[config.mk]
export PLATFORM = sky130hd
export DESIGN_NAME = wps_top
export DESIGN_NICKNAME = d
export VERILOG_FILES = /design/src/rtl/wps_pkg.sv /design/src/rtl/wps_region.sv /design/src/rtl/wps_cycle_timer.sv /design/src/rtl/wps_status_regs.sv /design/src/rtl/wps_top.sv
export SDC_FILE = /design/constraint.sdc
export NUM_CORES = 1
export LEC_CHECK = 0
export BUFFER_PORTS_ARGS = -buffer_cell sky130_fd_sc_hd__buf_4
export CORE_MARGIN = 3
export CORE_UTILIZATION = 40
export DETAILED_ROUTE_END_ITERATION = 8
export PLACE_DENSITY = 0.72
export SETUP_SLACK_MARGIN = 0.2
export SLEW_MARGIN = 20
export SYNTH_ARGS = -nofsm -noshare
export SYNTH_HDL_FRONTEND = slang
export SYNTH_SLANG_ARGS = --single-unit
[constraint.sdc]
create_clock -name clk -period 2.4 [get_ports clk]
set_input_delay 0.48 -clock clk [delete_from_list [all_inputs] [get_ports clk]]
set_output_delay 0.48 -clock clk [all_outputs]
set_load 0.01 [all_outputs]
[src/rtl/wps_pkg.sv]
package wps_pkg;
  typedef enum logic [1:0] {
    PROT_NONE = 2'b00,
    PROT_QTR  = 2'b01,
    PROT_HALF = 2'b10,
    PROT_ALL  = 2'b11
  } prot_lvl_e;

  localparam int SR_LOCK_BIT = 7;
  localparam int SR_RGN_HI   = 3;
  localparam int SR_RGN_LO   = 2;
  localparam int SR_WEN_BIT  = 1;
  localparam int SR_RDY_BIT  = 0;
endpackage

[src/rtl/wps_region.sv]
module wps_region #(
  parameter int ADDR_W = 15
) (
  input  wps_pkg::prot_lvl_e  lvl,
  input  logic [ADDR_W-1:0]   addr,
  output logic                hit
);
  localparam int TOP = ADDR_W - 1;

  always_comb begin
    unique case (lvl)
      wps_pkg::PROT_NONE: hit = 1'b0;
      wps_pkg::PROT_QTR:  hit = addr[TOP] & addr[TOP-1];
      wps_pkg::PROT_HALF: hit = addr[TOP];
      default:            hit = 1'b1;
    endcase
  end
endmodule

[src/rtl/wps_cycle_timer.sv]
module wps_cycle_timer #(
  parameter int CYC_CLKS = 16
) (
  input  logic clk,
  input  logic rst_n,
  input  logic start,
  output logic busy,
  output logic done
);
  localparam int CW = $clog2(CYC_CLKS + 1);

  logic [CW-1:0] cnt;

  assign busy = (cnt != '0);
  assign done = (cnt == CW'(1));

  always_ff @(posedge clk or negedge rst_n) begin
    if (!rst_n)              cnt <= '0;
    else if (busy)           cnt <= cnt - CW'(1);
    else if (start)          cnt <= CW'(CYC_CLKS);
  end
endmodule

[src/rtl/wps_status_regs.sv]
module wps_status_regs (
  input  logic       clk,
  input  logic       rst_n,
  input  logic       busy,
  input  logic       done,
  input  logic       lock,
  input  logic       addr_hit,
  input  logic       wren_req,
  input  logic       wrdi_req,
  input  logic       sr_stage,
  input  logic [7:0] sr_data,
  input  logic       arr_stage,
  input  logic       commit,
  output logic       wen,
  output logic       lock_en,
  output logic [1:0] rgn,
  output logic       start
);
  logic       sr_pend;
  logic [7:0] sr_buf;
  logic       arr_pend;
  logic       idle_commit;
  logic       sr_fire;

  assign idle_commit = !busy && commit;
  assign sr_fire     = idle_commit && sr_pend && !lock;
  assign start       = sr_fire || (idle_commit && arr_pend);

  always_ff @(posedge clk or negedge rst_n) begin
    if (!rst_n)                         wen <= 1'b0;
    else if (done)                      wen <= 1'b0;
    else if (!busy && wrdi_req)         wen <= 1'b0;
    else if (!busy && wren_req)         wen <= 1'b1;
  end

  always_ff @(posedge clk or negedge rst_n) begin
    if (!rst_n) begin
      sr_pend <= 1'b0;
      sr_buf  <= '0;
    end else if (lock || idle_commit) begin
      sr_pend <= 1'b0;
    end else if (!busy && sr_stage && wen) begin
      sr_pend <= 1'b1;
      sr_buf  <= sr_data;
    end
  end

  always_ff @(posedge clk or negedge rst_n) begin
    if (!rst_n)                                  arr_pend <= 1'b0;
    else if (idle_commit)                        arr_pend <= 1'b0;
    else if (!busy && arr_stage && wen && !addr_hit) arr_pend <= 1'b1;
  end

  always_ff @(posedge clk or negedge rst_n) begin
    if (!rst_n) begin
      lock_en <= 1'b0;
      rgn     <= '0;
    end else if (sr_fire) begin
      lock_en <= sr_buf[wps_pkg::SR_LOCK_BIT];
      rgn     <= sr_buf[wps_pkg::SR_RGN_HI:wps_pkg::SR_RGN_LO];
    end
  end
endmodule

[src/rtl/wps_top.sv]
module wps_top #(
  parameter int ADDR_W   = 15,
  parameter int CYC_CLKS = 16
) (
  input  logic              clk,
  input  logic              rst_n,
  input  logic              wp_pin,
  input  logic              wren_req,
  input  logic              wrdi_req,
  input  logic              sr_stage,
  input  logic [7:0]        sr_data,
  input  logic              arr_stage,
  input  logic [ADDR_W-1:0] chk_addr,
  input  logic              commit,
  output logic [7:0]        status_byte,
  output logic              addr_wr_ok,
  output logic              sr_wr_ok,
  output logic              busy
);
  logic       cyc_busy, cyc_done, cyc_start;
  logic       wen, lock_en, lock, hit;
  logic [1:0] rgn;

  assign lock = !wp_pin && lock_en;

  wps_region #(.ADDR_W(ADDR_W)) u_region (
    .lvl  (wps_pkg::prot_lvl_e'(rgn)),
    .addr (chk_addr),
    .hit  (hit)
  );

  wps_cycle_timer #(.CYC_CLKS(CYC_CLKS)) u_timer (
    .clk   (clk),
    .rst_n (rst_n),
    .start (cyc_start),
    .busy  (cyc_busy),
    .done  (cyc_done)
  );

  wps_status_regs u_regs (
    .clk       (clk),
    .rst_n     (rst_n),
    .busy      (cyc_busy),
    .done      (cyc_done),
    .lock      (lock),
    .addr_hit  (hit),
    .wren_req  (wren_req),
    .wrdi_req  (wrdi_req),
    .sr_stage  (sr_stage),
    .sr_data   (sr_data),
    .arr_stage (arr_stage),
    .commit    (commit),
    .wen       (wen),
    .lock_en   (lock_en),
    .rgn       (rgn),
    .start     (cyc_start)
  );

  always_comb begin
    if (cyc_busy) status_byte = 8'hFF;
    else          status_byte = {lock_en, 3'b000, rgn, wen, 1'b0};
  end

  assign busy       = cyc_busy;
  assign addr_wr_ok = wen && !cyc_busy && !hit;
  assign sr_wr_ok   = wen && !cyc_busy && !lock;
endmodule

==> flow_summary.toml, run 1 <==
[status]
status = "finished, final reports clean"

[routing]
vias = 655
final_antenna_net_count = 0
drc = 0
wire_per_inst_um = 13.3
vias_per_cell = 4.78
drtPass1Iterations = 4
routed_wirelength_um = 1820
drt_iter0_drc = 6

[synth]
synth_area_um2 = 791
synth_top_family_by_area = "simple AND/OR/NAND/NOR gates"
syn_inst = 74
synth-xor-area-share_pct = 1.11
syn_nets = 108
synthAdderAreaFrac_pct = 4.75
async_reset_ff_share_pct = 100
yosysMostFrequentCell = "dfrtp_1"
synth-seq-cells = 14
synthTopCellsByArea = "dfrtp_1 44%, mux2_4 5.7%, ha_1 4.7%"
synth_largest_area_cell = "dfrtp_1"
synth_ff_type = "dfrtp_1"
synth_common_cells = "14 x dfrtp_1, 5 x inv_1, 5 x nand2b_1, 5 x o21ai_0"
synth_warnings = 0
netlist-cell-type-count = 29
avgSynthCellArea_um2 = 10.7
synth_simple_gate_area_share_pct = 22.5
synth_top_area_share_pct = 44.3
ys_seq_area_share_pct = 44.3
synthMuxAreaShare_pct = 8.54
synth_edf_count = 0
synth_compound_area_share_pct = 12.0

[grt]
grtUsageMet1_pct = 16.1
first_global_vias = 628
antenna_found_initial = 0
grtUsageMet3_pct = 3.26
grt.overflow.total = 0
grtUsageTotal_pct = 15.0
top_usage_layer = "met2"
grt_max_degree = 15
grt_first_pass_wirelength_um = 2760
use_met2_pct = 25.7

[floorplan]
start_util_pct = 43.9
die_area_um2 = 2550
die_height_um = 50.5
die_w_um = 50.5
io_pins = 42
core.rowCount = 15
core_region_area_um2 = 1800

[clock_network]
path_clk_slew_ns = 0.10
clk_latency_ns = 0.29
tritoncts = "built"
numClockSinks = 14
cts_hold_buf = 0
cts_root_buffer = "clkbuf_4"
numCtsBuffers = 3
clk_path_buf_depth = 2
htree_levels = 1

[placed_design]
place_inst = 119
place_congestion = 0.723
post-dp-hpwl_um = 1250
io_buffers = 23

[timing]
setup-tns-final_ns = 0
final_hold_viol_count = 0
setup_viol = 0
slew_headroom_pct = 80.0
slew_violations = 0
skew_ns = 0.0125
finalCritPeriodShare_pct = 91.2
worst_pin_slew_ns = 0.298
layout_min_cycle_time_ns = 2.19
max_freq_ghz = 0.457
rsz0062_at_grt = "yes"

[cells_and_area]
drive_above_1_share_pct = 50.9
seq_area_um2 = 350
nNetsFinal = 147
multi_input_area_um2 = 409
syn_to_final_growth_pct = 45.9
final_cells = 137
fillers = 166
diodes = 0

[setup_path]
worstReg2RegEnd = "u_regs.rgn[1]"
cp-end-kind = "primary output"
reg2reg_slack_ns = 0.34
required_ns = 1.92
path_class = "register to primary output"
r2r_cells = 8
reg2reg_from = "u_timer.cnt[1]"
crit_path_start_kind = "register"
cp_max_fo = 3
cp.arrival_ns = 1.71

[power_and_ir_drop]
p_leak_uw = 0.000582
powerDensity_nw_per_um2 = 1130
ir_worst_vdd_uv = 613

[job]
drv_cap = 0

[min_path]
hp-class = "input port to async pin"
## critical path, cell delays in order, from the launching register on
cell	delay, ns
dfrtp_1	0.40
inv_2	0.10
ha_4	0.15
nor4b_4	0.27
buf_4	0.19
and4_4	0.22
buf_6	0.10
## placed cells by master, fill, tap and decap left out, types with 3 or more instances in the layout
master / n
o21ai_0: 5
dfrtp_1: 14
clkbuf_4: 3
buf_4: 35
nor3_1: 3
nand2b_1: 4
nand2_1: 4
buf_6: 4
nor2_1: 3
inv_2: 3
mux2_4: 3
and2_1: 3
## power breakdown
part           switching (µW)  total [µW]  internal, µW  leakage [µW]
combinational             277         688           411      0.000385
clock                    83.3         176          92.4     0.0000210
sequential                102         440           338      0.000176
total                     463        1300           841      0.000582
## metrics by stage
stage               hold WS, ns  cell area [µm²]  setup WS, ns  utilization, %  total power (µW)
floorplan                 0.184              791         0.492               -               792
global placement          0.341              975         0.319            54.1               932
detailed placement        0.343              975         0.286            54.1               952
CTS                      0.0248             1060         0.203            58.9              1200
global route             0.0139             1150         0.125            64.0              1400
finish                   0.0180             1150         0.212            64.0              1300
## kinds of logic (layout without fill, tap and decap cells)
kind of cell | Yosys count | count (layout)
xor+xnor | 1 | 1
fa+ha+maj | 3 | 3
mux | 5 | 5
simple gates | 26 | 26
flops | 14 | 14
buf+inv | 10 | 48
compound gates | 15 | 15
## registers in the layout, summed over array words and instances (netlist names)
signal and count:
u_regs.wen 1, u_regs.sr_pend 1, u_regs.arr_pend 1, u_regs.sr_buf 3, u_timer.cnt 5, u_regs.lock_en 1, u_regs.rgn 2
## per-layer routing
metal  vias to the layer above  routed length, µm  share of wire (%)
li1                        337                  -                  -
met1                       295                735                 40
met2                        18                935                 51
met3                         5                 91                5.0
met4                         0                 54                3.0
met5                         -                  0                  0
## worst max path at each step
stage          slack [ns]        endpoint  cells past startpoint            from
2_1_floorplan        0.49  status_byte[0]                      6  u_timer.cnt[0]
4_1_cts              0.20      addr_wr_ok                      6  u_timer.cnt[0]
5_1_grt              0.12      addr_wr_ok                      6  u_timer.cnt[0]
3_3_place_gp         0.32        sr_wr_ok                      6  u_timer.cnt[0]
3_5_place_dp         0.29        sr_wr_ok                      6  u_timer.cnt[0]
6_report             0.21      addr_wr_ok                      6  u_timer.cnt[1]
## area by class of cell
class | count | share of cell area, %
clock buffers | 4 | 3.15
flip-flops and latches | 14 | 30.4
well taps | 25 | 2.71
repair buffers | 39 | 26.7
multi-input cells | 50 | 35.5
inverters | 5 | 1.63
## repair_timing
item                                    CTS  global route
buffers inserted                          5             9
gates resized for setup                   4             7
pin swaps                                 0             1
endpoints found under the setup margin    9             9
Note: power is estimated with default switching activity, not from simulation.
==> run 2: changes to the inputs <==
==> constraint.sdc (replaced) <==
create_clock -name clk -period 2.4 [get_ports clk]
set_input_delay 0.48 -clock clk [delete_from_list [all_inputs] [get_ports clk]]
set_output_delay 0.48 -clock clk [all_outputs]
set_load 0.1 [all_outputs]
==> run 2 against run 1 <==
  * Combinational power is 61% higher
  * Total power is 32% higher
  * Via count rose by 1.2%
  * Register-to-register slack gained 0.04 ns
  * Critical path depth stayed put
  * Clock power decreased by 7%
  * Fmax grew 0.22%
  * First-iteration DRC count rose to 2.7 times the previous value
  * Count of clock-buffer cells in the layout stayed put
  * Clock skew shrank 0.011 ns
  * Final cell count is 2.9% lower
  * Highest routed layer unchanged
==> flow_summary.toml, run 2 (synthesis results as in run 1) <==
[cells_and_area]
drive_above_1_share_pct = 50.0
syn_to_final_growth_pct = 50.3
largest_register_ffs = 5
final_common_cell = "buf_4"
diodes = 0
nNetsFinal = 143
top_register = "u_timer.cnt"
final_cell_mix = "27 x buf_4, 14 x dfrtp_1, 5 x o21ai_0"
fillers = 157
fin_area_um2 = 1190
top_regs = "u_timer.cnt: 5 flops, u_regs.sr_buf: 3 flops, u_regs.rgn: 2 flops"

[grt]
grt_first_pass_wirelength_um = 2850
grtUsageTotal_pct = 14.7
grt.overflow.total = 0
antenna_found_initial = 0
first_global_vias = 649
grt_max_degree = 15

[setup_path]
cp-end-kind = "primary output"
required_ns = 1.92
path_class = "register to primary output"
cp_max_fo = 8
crit_path_start_kind = "register"
cp.arrival_ns = 1.70

[routing]
final_antenna_net_count = 0
drc = 0
wire_per_inst_um = 13.8
vias = 663
drtPass1Iterations = 4
drt_iter0_drc = 16
routed_wirelength_um = 1840
vias_per_cell = 4.98

[clock_network]
clk_path_buf_depth = 2
clk_latency_ns = 0.27
tritoncts = "built"
numCtsBuffers = 3
cts_root_buffer = "clkbuf_4"
path_clk_slew_ns = 0.08
numClockSinks = 14
htree_levels = 1

[floorplan]
die_height_um = 50.5
die_area_um2 = 2550
die_w_um = 50.5
io_pins = 42
core_region_area_um2 = 1800
start_util_pct = 43.9
core.rowCount = 15

[timing]
rsz0062_at_grt = "yes"
slew_violations = 0
layout_min_cycle_time_ns = 2.18
finalCritPeriodShare_pct = 91.0
skew_ns = 0.00137
setup-tns-final_ns = 0
max_freq_ghz = 0.458
final_hold_viol_count = 0
setup_viol = 0
worst_pin_slew_ns = 0.280
slew_headroom_pct = 81.5

[power_and_ir_drop]
powerDensity_nw_per_um2 = 1440
clkPwrFrac_pct = 9.5
p_leak_uw = 0.000580
power_frac_seq_pct = 26.0
internal-power_uw = 883
p_switching_uw = 832
pwr-share-comb_pct = 64.5
swShare_pct = 48.5
ir_worst_vdd_uv = 685
finalPower_uw = 1720

[job]
drv_cap = 0

[placed_design]
placed_area_um2 = 985
place_congestion = 0.738
io_buffers = 23
post-dp-hpwl_um = 1260

[min_path]
hp-class = "input port to async pin"

[status]
status = "finished, final reports clean"
run 2: cell types whose count changed in the layout (fill, tap and decap cells not counted):
cell / change
nand2b_4: +1
inv_2: -1
buf_12: +4
nand2b_1: -1
buf_6: -1
buf_4: -8
clkinvlp_4: +1
buf_8: +1
run 2: layout make-up:
type	count	area (µm²)	share of cell area, %
Timing Repair Buffer	35	332	27.9
Tap cell	25	31.3	2.63
Inverter	5	22.5	1.89
Sequential cell	14	350	29.5
Multi-Input combinational cell	50	417	35.1
Clock buffer	4	36.3	3.05
run 2: path summary, 6_finish.rpt:
check | slack (ns) | end | depth (start not counted) | startpoint
hold reg to reg | 0.52 | u_regs.sr_buf[2] | 1 | u_regs.sr_buf[2]
max in group asynchronous | 2.21 | u_timer.cnt[2] | 1 | rst_n
setup reg to reg | 0.38 | u_regs.rgn[0] | 8 | u_timer.cnt[0]
hold / removal | 0.03 | u_regs.lock_en | 1 | rst_n
setup / recovery | 0.22 | addr_wr_ok | 6 | u_timer.cnt[0]
min in group clk | 0.43 | u_regs.sr_buf[2] | 2 | sr_data[2]
run 2: repair_timing:
item                       in CTS  in global routing
pin swaps                       0                  1
gates resized for setup         8                 12
setup endpoints to repair       7                 11
buffers inserted                5                  6
hold buffers                    0                  0
run 2: per-stage QoR:
stage	util, %	hold WS, ns	std cells	setup slack (ns)
after global routing	66.0	0.0324	133	0.123
after global placement	54.7	0.338	118	0.347
final	66.0	0.0340	133	0.217
after floorplan	-	0.184	74	-0.0743
after CTS	60.4	0.0353	127	0.190
after detailed placement	54.7	0.337	118	0.308
run 2: critical path: stages, from the launching register on:
cell,delay (ns)
dfrtp_1,0.40
inv_2,0.09
ha_4,0.15
nor4b_4,0.20
buf_6,0.17
and4_4,0.24
buf_12,0.17
run 2: power by group through the flow:
| stage | sequential, µW | clock [µW] | combinational (µW) |
|---|---|---|---|
| after floorplan | 423 | 0 | 816 |
| after global placement | 441 | 0 | 869 |
| after detailed placement | 449 | 0 | 893 |
| after CTS | 440 | 169 | 976 |
| after global routing | 461 | 179 | 1170 |
| final | 446 | 163 | 1110 |
run 2: routing by layer:
layer | GRT usage [%] | share of wire, % | vias up
met1 | 18.4 | 43 | 318
met3 | 5.64 | 4.6 | 2
li1 | - | - | 324
met5 | 0 | 0 | -
met4 | 1.35 | 0.49 | 0
met2 | 25.0 | 52 | 19
==> run 3: changes to the inputs <==
- CORE_UTILIZATION: 40 -> 43
- PLACE_DENSITY: 0.72 -> 0.77
==> run 3 against run 2 <==
  * Clock power up 6%
  * Cell area down 0.95%
  * Combinational power down 4%
  * Worst setup slack worse by 0.023 ns
  * Critical path type unchanged
  * Highest routed layer unchanged
==> flow_summary.toml, run 3 (synthesis results as in run 1) <==
[status]
status = "finished, final reports clean"

[timing]
rsz0062_at_grt = "yes"
finalCritPeriodShare_pct = 91.9
skew_ns = 0.00464
slew_headroom_pct = 81.5
setup_viol = 0
fin_ws_ns = 0.194
slew_violations = 0
layout_min_cycle_time_ns = 2.21
final_hold_viol_count = 0
max_freq_ghz = 0.453
worst_pin_slew_ns = 0.279

[setup_path]
required_ns = 1.92
r2r_cells = 9
crit_path_start_kind = "register"
worstReg2RegEnd = "u_regs.sr_buf[2]"
cp_cell_sequence = "inv_2 -> ha_4 -> nor4b_4 -> buf_4 -> clkinvlp_4 -> buf_4"
path_delay_family = "buffers and inverters"
crit_slowest_cell = "dfrtp_1"
cp.arrival_ns = 1.73
cp_max_fo = 6
cp_common_cell = "buf_4"
reg2reg_from = "u_timer.cnt[1]"
reg2reg_slack_ns = 0.42
max_stage_delay_ns = 0.41
path_class = "register to primary output"
crit_buf_inv = 4
cp-end-kind = "primary output"

[grt]
grt_max_degree = 15
grt_first_pass_wirelength_um = 2700
first_global_vias = 611
grtUsageTotal_pct = 14.6
antenna_found_initial = 0
grt.overflow.total = 0

[power_and_ir_drop]
swShare_pct = 48.6
p_leak_uw = 0.000575
pwr-share-comb_pct = 63.4
internal-power_uw = 867
p_switching_uw = 821
clkPwrFrac_pct = 10.3
powerDensity_nw_per_um2 = 1430
power_frac_seq_pct = 26.3
ir_worst_vdd_uv = 789

[placed_design]
post-dp-hpwl_um = 1330
preCtsSetupSlack_ns = 0.346
io_buffers = 23
place_inst = 119
place_congestion = 0.748

[cells_and_area]
multi_input_area_um2 = 417
fillers = 124
largest_register_ffs = 5
syn_to_final_growth_pct = 48.9
final_cell_mix = "28 x buf_4, 14 x dfrtp_1, 5 x o21ai_0, 5 x buf_12, 4 x nand2_1"
nNetsFinal = 142
seq_area_um2 = 350
final_cells = 131
final_common_cell = "buf_4"
top_regs = "u_timer.cnt: 5 flops, u_regs.sr_buf: 3 flops, u_regs.rgn: 2 flops"
drive_above_1_share_pct = 49.5
top_register = "u_timer.cnt"
diodes = 0

[floorplan]
core_region_area_um2 = 1610
core.rowCount = 14
die_w_um = 48.9
die_height_um = 48.9
io_pins = 42
die_area_um2 = 2390
start_util_pct = 49.1

[job]
drv_cap = 0

[routing]
final_antenna_net_count = 0
drt_iter0_drc = 13
routed_wirelength_um = 1750
drtPass1Iterations = 4
vias = 666
wire_per_inst_um = 13.4
drc = 0
vias_per_cell = 5.08

[clock_network]
cts_root_buffer = "clkbuf_4"
tritoncts = "built"
numClockSinks = 14
numCtsBuffers = 3
cts_hold_buf = 0
clk_path_buf_depth = 2
clk_latency_ns = 0.28
path_clk_slew_ns = 0.09
htree_levels = 1

[min_path]
hp-class = "input port to async pin"
## run 3: routing by layer
| metal | part of all wire, % | global-route usage [%] | wire, µm | vias to the layer above |
|---|---|---|---|---|
| li1 | - | - | - | 319 |
| met1 | 43 | 18.6 | 752 | 324 |
| met2 | 53 | 24.7 | 921 | 21 |
| met3 | 3.9 | 2.14 | 69 | 2 |
| met4 | 0.57 | 5.69 | 10 | 0 |
| met5 | 0 | 0 | 0 | - |
## run 3: final cells by class
cell class / count / share of cell area [%]
clock buffers: 4 / 3.08
inverters: 5 / 1.91
multi-input cells: 50 / 35.4
flip-flops and latches: 14 / 29.8
well taps: 24 / 2.55
repair buffers: 34 / 27.3
## run 3: metrics by stage
| stage | hold WS (ns) | area [µm²] | total power [µW] | utilization [%] | setup TNS [ns] |
|---|---|---|---|---|---|
| 6_report | 0.0277 | 1180 | 1690 | 73.1 | 0 |
| 5_1_grt | 0.0352 | 1180 | 1780 | 73.1 | 0 |
| 4_1_cts | 0.0322 | 1070 | 1570 | 66.6 | 0 |
| 3_5_place_dp | 0.339 | 998 | 1350 | 62.0 | 0 |
| 3_3_place_gp | 0.338 | 998 | 1320 | 62.0 | 0 |
| 2_1_floorplan | 0.184 | 861 | 1240 | - | -0.297 |
## run 3: worst max-delay path by stage
stage | startpoint | to | slack [ns] | cells after the start
floorplan | u_timer.cnt[0] | status_byte[0] | -0.07 | 6
global route | u_timer.cnt[1] | status_byte[5] | 0.12 | 6
finish | u_timer.cnt[1] | status_byte[5] | 0.19 | 6
global placement | u_timer.cnt[0] | sr_wr_ok | 0.36 | 6
CTS | u_timer.cnt[1] | status_byte[4] | 0.16 | 6
detailed placement | u_timer.cnt[0] | sr_wr_ok | 0.35 | 6
## run 3: repair_timing
| item | 4_1_cts | 5_1_grt |
|---|---|---|
| buffers inserted | 3 | 5 |
| pin swaps | 0 | 0 |
| gates resized for setup | 4 | 15 |
| setup endpoints to repair | 7 | 11 |
## run 3: power groups by stage
stage	Combinational, µW	Sequential, µW	Clock, µW
global placement	876	442	0
global route	1140	458	186
floorplan	816	423	0
detailed placement	896	449	0
finish	1070	444	173
CTS	951	440	175
